File: src/rtl/rf_pkg.sv
package rf_pkg;
  localparam int RF_ADDR_W = 3;
  localparam int RF_DATA_W = 4;
endpackage

File: src/rtl/rf_wr_decode.sv
module rf_wr_decode #(
  parameter int ADDR_W = 3,
  localparam int NREG = 1 << ADDR_W
) (
  input  logic              en,
  input  logic [ADDR_W-1:0] addr,
  output logic [NREG-1:1]   hit
);
  // Outputs exist only for entries 1..NREG-1; entry 0 has no enable.
  for (genvar i = 1; i < NREG; i++) begin : g_dec
    assign hit[i] = en && (addr == ADDR_W'(i));
  end
endmodule

File: src/rtl/rf_cell.sv
module rf_cell #(
  parameter int DATA_W = 4
) (
  input  logic              clk,
  input  logic              rst,
  input  logic              en,
  input  logic [DATA_W-1:0] d,
  output logic [DATA_W-1:0] q
);
  logic [DATA_W-1:0] q_r = '0;

  always_ff @(posedge clk) begin
    if (rst)     q_r <= '0;
    else if (en) q_r <= d;
  end

  assign q = q_r;
endmodule

File: src/rtl/rf_rd_mux.sv
module rf_rd_mux #(
  parameter int ADDR_W = 3,
  parameter int DATA_W = 4,
  localparam int NREG = 1 << ADDR_W
) (
  input  logic [NREG-1:1][DATA_W-1:0] regs,
  input  logic [ADDR_W-1:0]           sel,
  output logic [DATA_W-1:0]           data
);
  logic [DATA_W-1:0] tbl [NREG];

  // Slot 0 is tied to ground; the other slots come from storage.
  assign tbl[0] = '0;
  for (genvar i = 1; i < NREG; i++) begin : g_slot
    assign tbl[i] = regs[i];
  end

  assign data = tbl[sel];
endmodule

File: src/rtl/regfile_z0.sv
module regfile_z0 #(
  parameter int ADDR_W = rf_pkg::RF_ADDR_W,
  parameter int DATA_W = rf_pkg::RF_DATA_W
) (
  input  logic              clk,
  input  logic              rst,
  input  logic              wr_en,
  input  logic [ADDR_W-1:0] wr_sel,
  input  logic [DATA_W-1:0] wr_data,
  input  logic [ADDR_W-1:0] rd_sel_a,
  output logic [DATA_W-1:0] rd_data_a,
  input  logic [ADDR_W-1:0] rd_sel_b,
  output logic [DATA_W-1:0] rd_data_b
);
  localparam int NREG = 1 << ADDR_W;

  logic [NREG-1:1]             wr_hit;
  logic [NREG-1:1][DATA_W-1:0] store;

  rf_wr_decode #(.ADDR_W(ADDR_W)) u_dec (
    .en  (wr_en),
    .addr(wr_sel),
    .hit (wr_hit)
  );

  for (genvar i = 1; i < NREG; i++) begin : g_reg
    rf_cell #(.DATA_W(DATA_W)) u_cell (
      .clk(clk),
      .rst(rst),
      .en (wr_hit[i]),
      .d  (wr_data),
      .q  (store[i])
    );
  end

  rf_rd_mux #(.ADDR_W(ADDR_W), .DATA_W(DATA_W)) u_rd_a (
    .regs(store),
    .sel (rd_sel_a),
    .data(rd_data_a)
  );

  rf_rd_mux #(.ADDR_W(ADDR_W), .DATA_W(DATA_W)) u_rd_b (
    .regs(store),
    .sel (rd_sel_b),
    .data(rd_data_b)
  );
endmodule

File: config.mk
export PLATFORM = sky130hd
export DESIGN_NAME = regfile_z0
export DESIGN_NICKNAME = d
export VERILOG_FILES = /design/src/rtl/rf_pkg.sv /design/src/rtl/rf_wr_decode.sv /design/src/rtl/rf_cell.sv /design/src/rtl/rf_rd_mux.sv /design/src/rtl/regfile_z0.sv
export SDC_FILE = /design/constraint.sdc
export NUM_CORES = 1
export LEC_CHECK = 0
export ABC_AREA = 1
export BUFFER_PORTS_ARGS = -buffer_cell sky130_fd_sc_hd__buf_2
export CAP_MARGIN = 20
export CORE_UTILIZATION = 30
export CTS_BUF_LIST = sky130_fd_sc_hd__clkbuf_8 sky130_fd_sc_hd__clkbuf_16
export CTS_CLUSTER_DIAMETER = 50
export CTS_CLUSTER_SIZE = 8
export DETAILED_ROUTE_END_ITERATION = 6
export PLACE_DENSITY = 0.48
export SLEW_MARGIN = 10
export SYNTH_ARGS = -nofsm -noshare
export SYNTH_HDL_FRONTEND = slang
export SYNTH_HIERARCHICAL = 1
export SYNTH_SLANG_ARGS = --single-unit
File: constraint.sdc
create_clock -name clk -period 1.4 [get_ports clk]
set_input_delay 0.14 -clock clk [delete_from_list [all_inputs] [get_ports clk]]
set_output_delay 0.14 -clock clk [all_outputs]
set_load 0.02 [all_outputs]
### Yosys cells after proc, flatten, opt, wreduce, memory -nomap -nowiden

Index checks and enable logic that the tools add are counted.

| word-level totals | value |
|---|---|
| register bits | 28 |
| input port bits | 16 |
| output and inout port bits | 8 |
| logic and storage cells | 31 |

| operators by class | value |
|---|---|
| order comparisons | 2 |
| eq/ne operators | 7 |
| multiplexer cells | 6 |
| bitwise operators | 2 |
| reductions and logical operators | 7 |

Operator list:

| operator | number |
|---|---|
| $bmux 4 s3 | 2 |
| $mux 4 | 4 |
| $eq 3x3->1 const B | 4 |
| $ge 4x4->1 const B | 2 |
| $not 3->4 | 2 |
| $logic_and 1x1->1 | 7 |
| $eq 3x2->1 const B | 2 |
| $eq 3x1->1 const B | 1 |

### Depth between registers and ports, before layout

| logic depth | value |
|---|---|
| depth in word-level cells | 4 |
| mapped depth | 8 |
| gate-level depth less buffers | 6 |

### Cells and area by module

The synthesis kept the hierarchy.

Modules (own cells, without submodules):

| module | instances | cells each | area an instance (um^2) | seq. area each (um^2) |
|---|---|---|---|---|
| rf_cell | 7 | 26 | 172.7 | 80.1 |
| rf_rd_mux | 2 | 91 | 381.6 | 0.0 |
| rf_wr_decode | 1 | 16 | 60.1 | 0.0 |

### Least setup slack after synthesis

Ideal clock, no wire load.

| path | value |
|---|---|
| path type | input -> output |
| start | in rd_sel_a[0] |
| end | out rd_data_a[0] |
| arrival time | 0.775 ns |
| required time | 1.260 ns |
| path slack | 0.485 ns |
| stages on the path | 7 |
| buffers on the path | 2 |
| cell sequence | buf_6 > buf_4 > nand2_1 > nand3_1 > nand2_1 > nand2_1 > nand2_1 |

| on the way | value |
|---|---|
| cells in the longest elaborated chain, start to end | 4 |

RTL lines:

| item | line | source |
|---|---|---|
| from (decl) | regfile_z0.sv:10 | `input logic [ADDR_W-1:0] rd_sel_a,` |
| $not 3->4 (not written as such) | rf_rd_mux.sv:18 | `assign data = tbl[sel];` |
| $bmux 4 s3 | rf_rd_mux.sv:18 |  |
| $mux 4 (not written as such) (2 in a row) | rf_rd_mux.sv:18 |  |
| to (decl) | regfile_z0.sv:11 | `output logic [DATA_W-1:0] rd_data_a,` |

Every way passes these cells. The select of a mux whose other input is x is not followed.

### Final worst setup path

| path | value |
|---|---|
| start | reg g_reg[2].u_cell.q_r[3] |
| end | out rd_data_a[3] |

| on the way | value |
|---|---|
| cells in the longest elaborated chain, start to end | 3 |

RTL lines:

| item | line | source |
|---|---|---|
| from (decl) | rf_cell.sv:10 | `logic [DATA_W-1:0] q_r = '0;` |
| from (signal assigned) | rf_cell.sv:13 | `if (rst) q_r <= '0;` |
| from (signal assigned) | rf_cell.sv:14 | `else if (en) q_r <= d;` |
| $bmux 4 s3 | rf_rd_mux.sv:18 |  |
| $mux 4 (not written as such) (2 in a row) | rf_rd_mux.sv:18 |  |

Every way passes these cells. The select of a mux whose other input is x is not followed.

==> results.md <==
* Worst r2r src: g_reg[2].u_cell/q[1]
* Required @ worst endpoint at between 1000 and 1500 ps
* Met1 usage at roughly a quarter
* Fillers at 769
* Largest net degree at the start of global routing at 16
* GR Util met3 at less than 1%
* Full die area at 7110 um2
* Drt drc at 3
* Final WL at 5.16 mm
* Most frequent cells in the layout: 149 x nand2_1, 80 x inv_1, 56 x nor2_1
* HP Start: wr_data[3]
* Worst-path clk slew at 100 ps
* Gr busiest metal: met2
* Warning count from the yosys run at 6
* Antenna diodes at 0
* Final setup fails at 0
* Die Ht at 84.3 um
* Mapped Cells at 380
* Status: complete, but fails checks
* Non-filler cells, final at 479
* Share of post-route cells with drive strength above 1 at 18.9%
* Area leader, netlist: nand2_1
* CTS tree: yes
* Peak VDD IR at 0.321 mV
* Met2 GRT Util at ~24%
* Sequential Area at just under 600 um2
* Crit Path Class: register to primary output
* Clock Sink Count at 28
* Setup crit end kind: primary output
* Number of CTS-inserted buffers at 3
* Crit path launch: g_reg[2].u_cell/q[3]
* Final critical-path share of the clock period at between 90% and 100%
* # resized after CTS at 0
* Synth Area in Adders at 0%
* Class of the worst hold path: input port to register
* Top post-synthesis cells by area: nand2_1 28%, dfxtp_1 28%, inv_1 15%, nor2_1 10%, nand3_1 7.9%
* Reg2reg path depth at 2
* Via count at 2029
* H-tree Lvls at 1
* Crit path max fanout at 3
* Synth Register Bits at 28
* Post CTS Setup Buffer Count at 0
* MaxCap Viol Count at 0
* Post-route setup TNS at 0 ps
* Commonest non-fill, non-tap cell in the layout: nand2_1
* LEAKAGE at 1.27 nW
* RD Place Congestion at 0.804
* Footprint of the multi-input gates at 980 um2
* Post-synthesis compound-gate area fraction at 0%
* Final ANT Viol Nets at 0
* Top Ports at 24
* Rows at 29
* CP max stage delay at 410 ps
* Placed insts at 475
* Cell with the most instances on the worst path: nand2_1
* Initial DRC Count at 94
* Final net count at 419
* Largest family of logic cells by synthesized area: simple AND/OR/NAND/NOR gates
* Simple-gate share of the synthesized area at 48.1%
* Final hold vios at 0
* Initial Util at 31.5%
* Maximum clock frequency at ~0.75 GHz
* CP max-delay cell: dfxtp_1
* Clk Latency, worst-skew pair at 270 ps
* Multiplexer share of the synthesized area at 0%
* CP arrival at 1190 ps
* Final HPWL DP at 4.06 mm
* Area share of the largest cell type after synthesis at 27.7%
* Number of flip-flops in the largest register at 28
* Hold path depth at 5
* Slew @ Worst Pin at 247 ps
* Area grow syn2layout at 11.9%
* RSZ-0062 raised after global routing: yes
* Startpoint types: register
* Synth cell types at 10
* Power density over the cells at 763 nW/um2
* Initial antenna violation count at 0
* Sequential share of the synthesized area at ~28%
* Drt first pass iters at 6
* Period minus WS final at 1330 ps
* Fin. max-slew vios at 0
* First-pass GRT wire length at 8.86 mm
* Worst path cell trace: inv_1, nand2_1, nand3_1, nand2_1, nand2_1, nand2_1, buf_2
* Die X at 84.3 um
* Gr ovfl total at 0
* Clock buffer depth at 2
* Mapped Area at 2030 um2
* Vias in the first global route at 1844
* Failing checks: design-rule violations
* Port bufs at 23
* Core area at between 6000 and 7000 um2
* GRT Overall Usage at 15.7%
* Mean Syn Cell Area at 5.35 um2
* Xor-xnor portion of the synthesized cell area at 0%
* Drt wl/cell at 10.8 um
* CTS root buf: clkbuf_8
* Hold_buf cts at 0
* Vias per inst at 4.24
* Slew margin rel. at 83.5%
* Final Skew at 0 ps
* Syn nets at 396
-- power by group --
group / switching (W) / leakage, nW / internal [W]
Sequential: 0.0000266 / 0.237 / 0.000826
Clock: 0.000244 / 0.0288 / 0.000251
Combinational: 0.000245 / 1.01 / 0.000141
Total: 0.000515 / 1.27 / 0.00122
-- area by class of cell --
type,instances,share of cell area (%)
flip-flops and latches,28,25.8
repair buffers,33,9.25
inverters,92,15.2
clock buffers,4,2.42
well taps,77,4.24
multi-input cells,245,43.1
-- through the flow --
step | instance area (um2) | setup WS [ps] | utilization (%) | hold slack [ps] | power [W]
3_5_place_dp | 2170 | 271 | 33.6 | 482 | 0.00124
2_1_floorplan | 2030 | 485 | - | 292 | 0.00114
5_1_grt | 2270 | -13.3 | 35.2 | 246 | 0.00186
3_3_place_gp | 2170 | 262 | 33.6 | 480 | 0.00125
6_report | 2270 | 74.9 | 35.2 | 239 | 0.00173
4_1_cts | 2220 | 27.6 | 34.4 | 241 | 0.00174
-- synthesized netlist by cell type (all sizes together) --
cell type	instances
nor2	63
nand3	32
buf	15
inv	92
dfxtp	28
nand2	150
-- worst max-delay path: cells and delay by family (launching register included) --
kind	cells	cell delay, ps
flops	1	410
simple gates	5	290
buf+inv	2	220
-- path summary, 6_finish.rpt --
path                            slack, ps                   end
worst max register to register        770  g_reg[2].u_cell/q[1]
worst min register to register        480  g_reg[6].u_cell/q[0]
worst min-delay path                  240  g_reg[3].u_cell/q[3]
worst max-delay path                   70          rd_data_a[3]
-- kinds of logic (layout without fill, tap and decap cells) --
logic type / count (synthesis) / in the layout
simple gates: 245 / 245
flops: 28 / 28
buf+inv: 107 / 129
-- per-layer routing --
layer / routed length [um] / vias up
met3: 152 / 2
met1: 2830 / 874
met2: 2150 / 37
li1: - / 1116
met4: 35 / 0
met5: 0 / -
No activity file was read; power rests on OpenSTA's default activity.
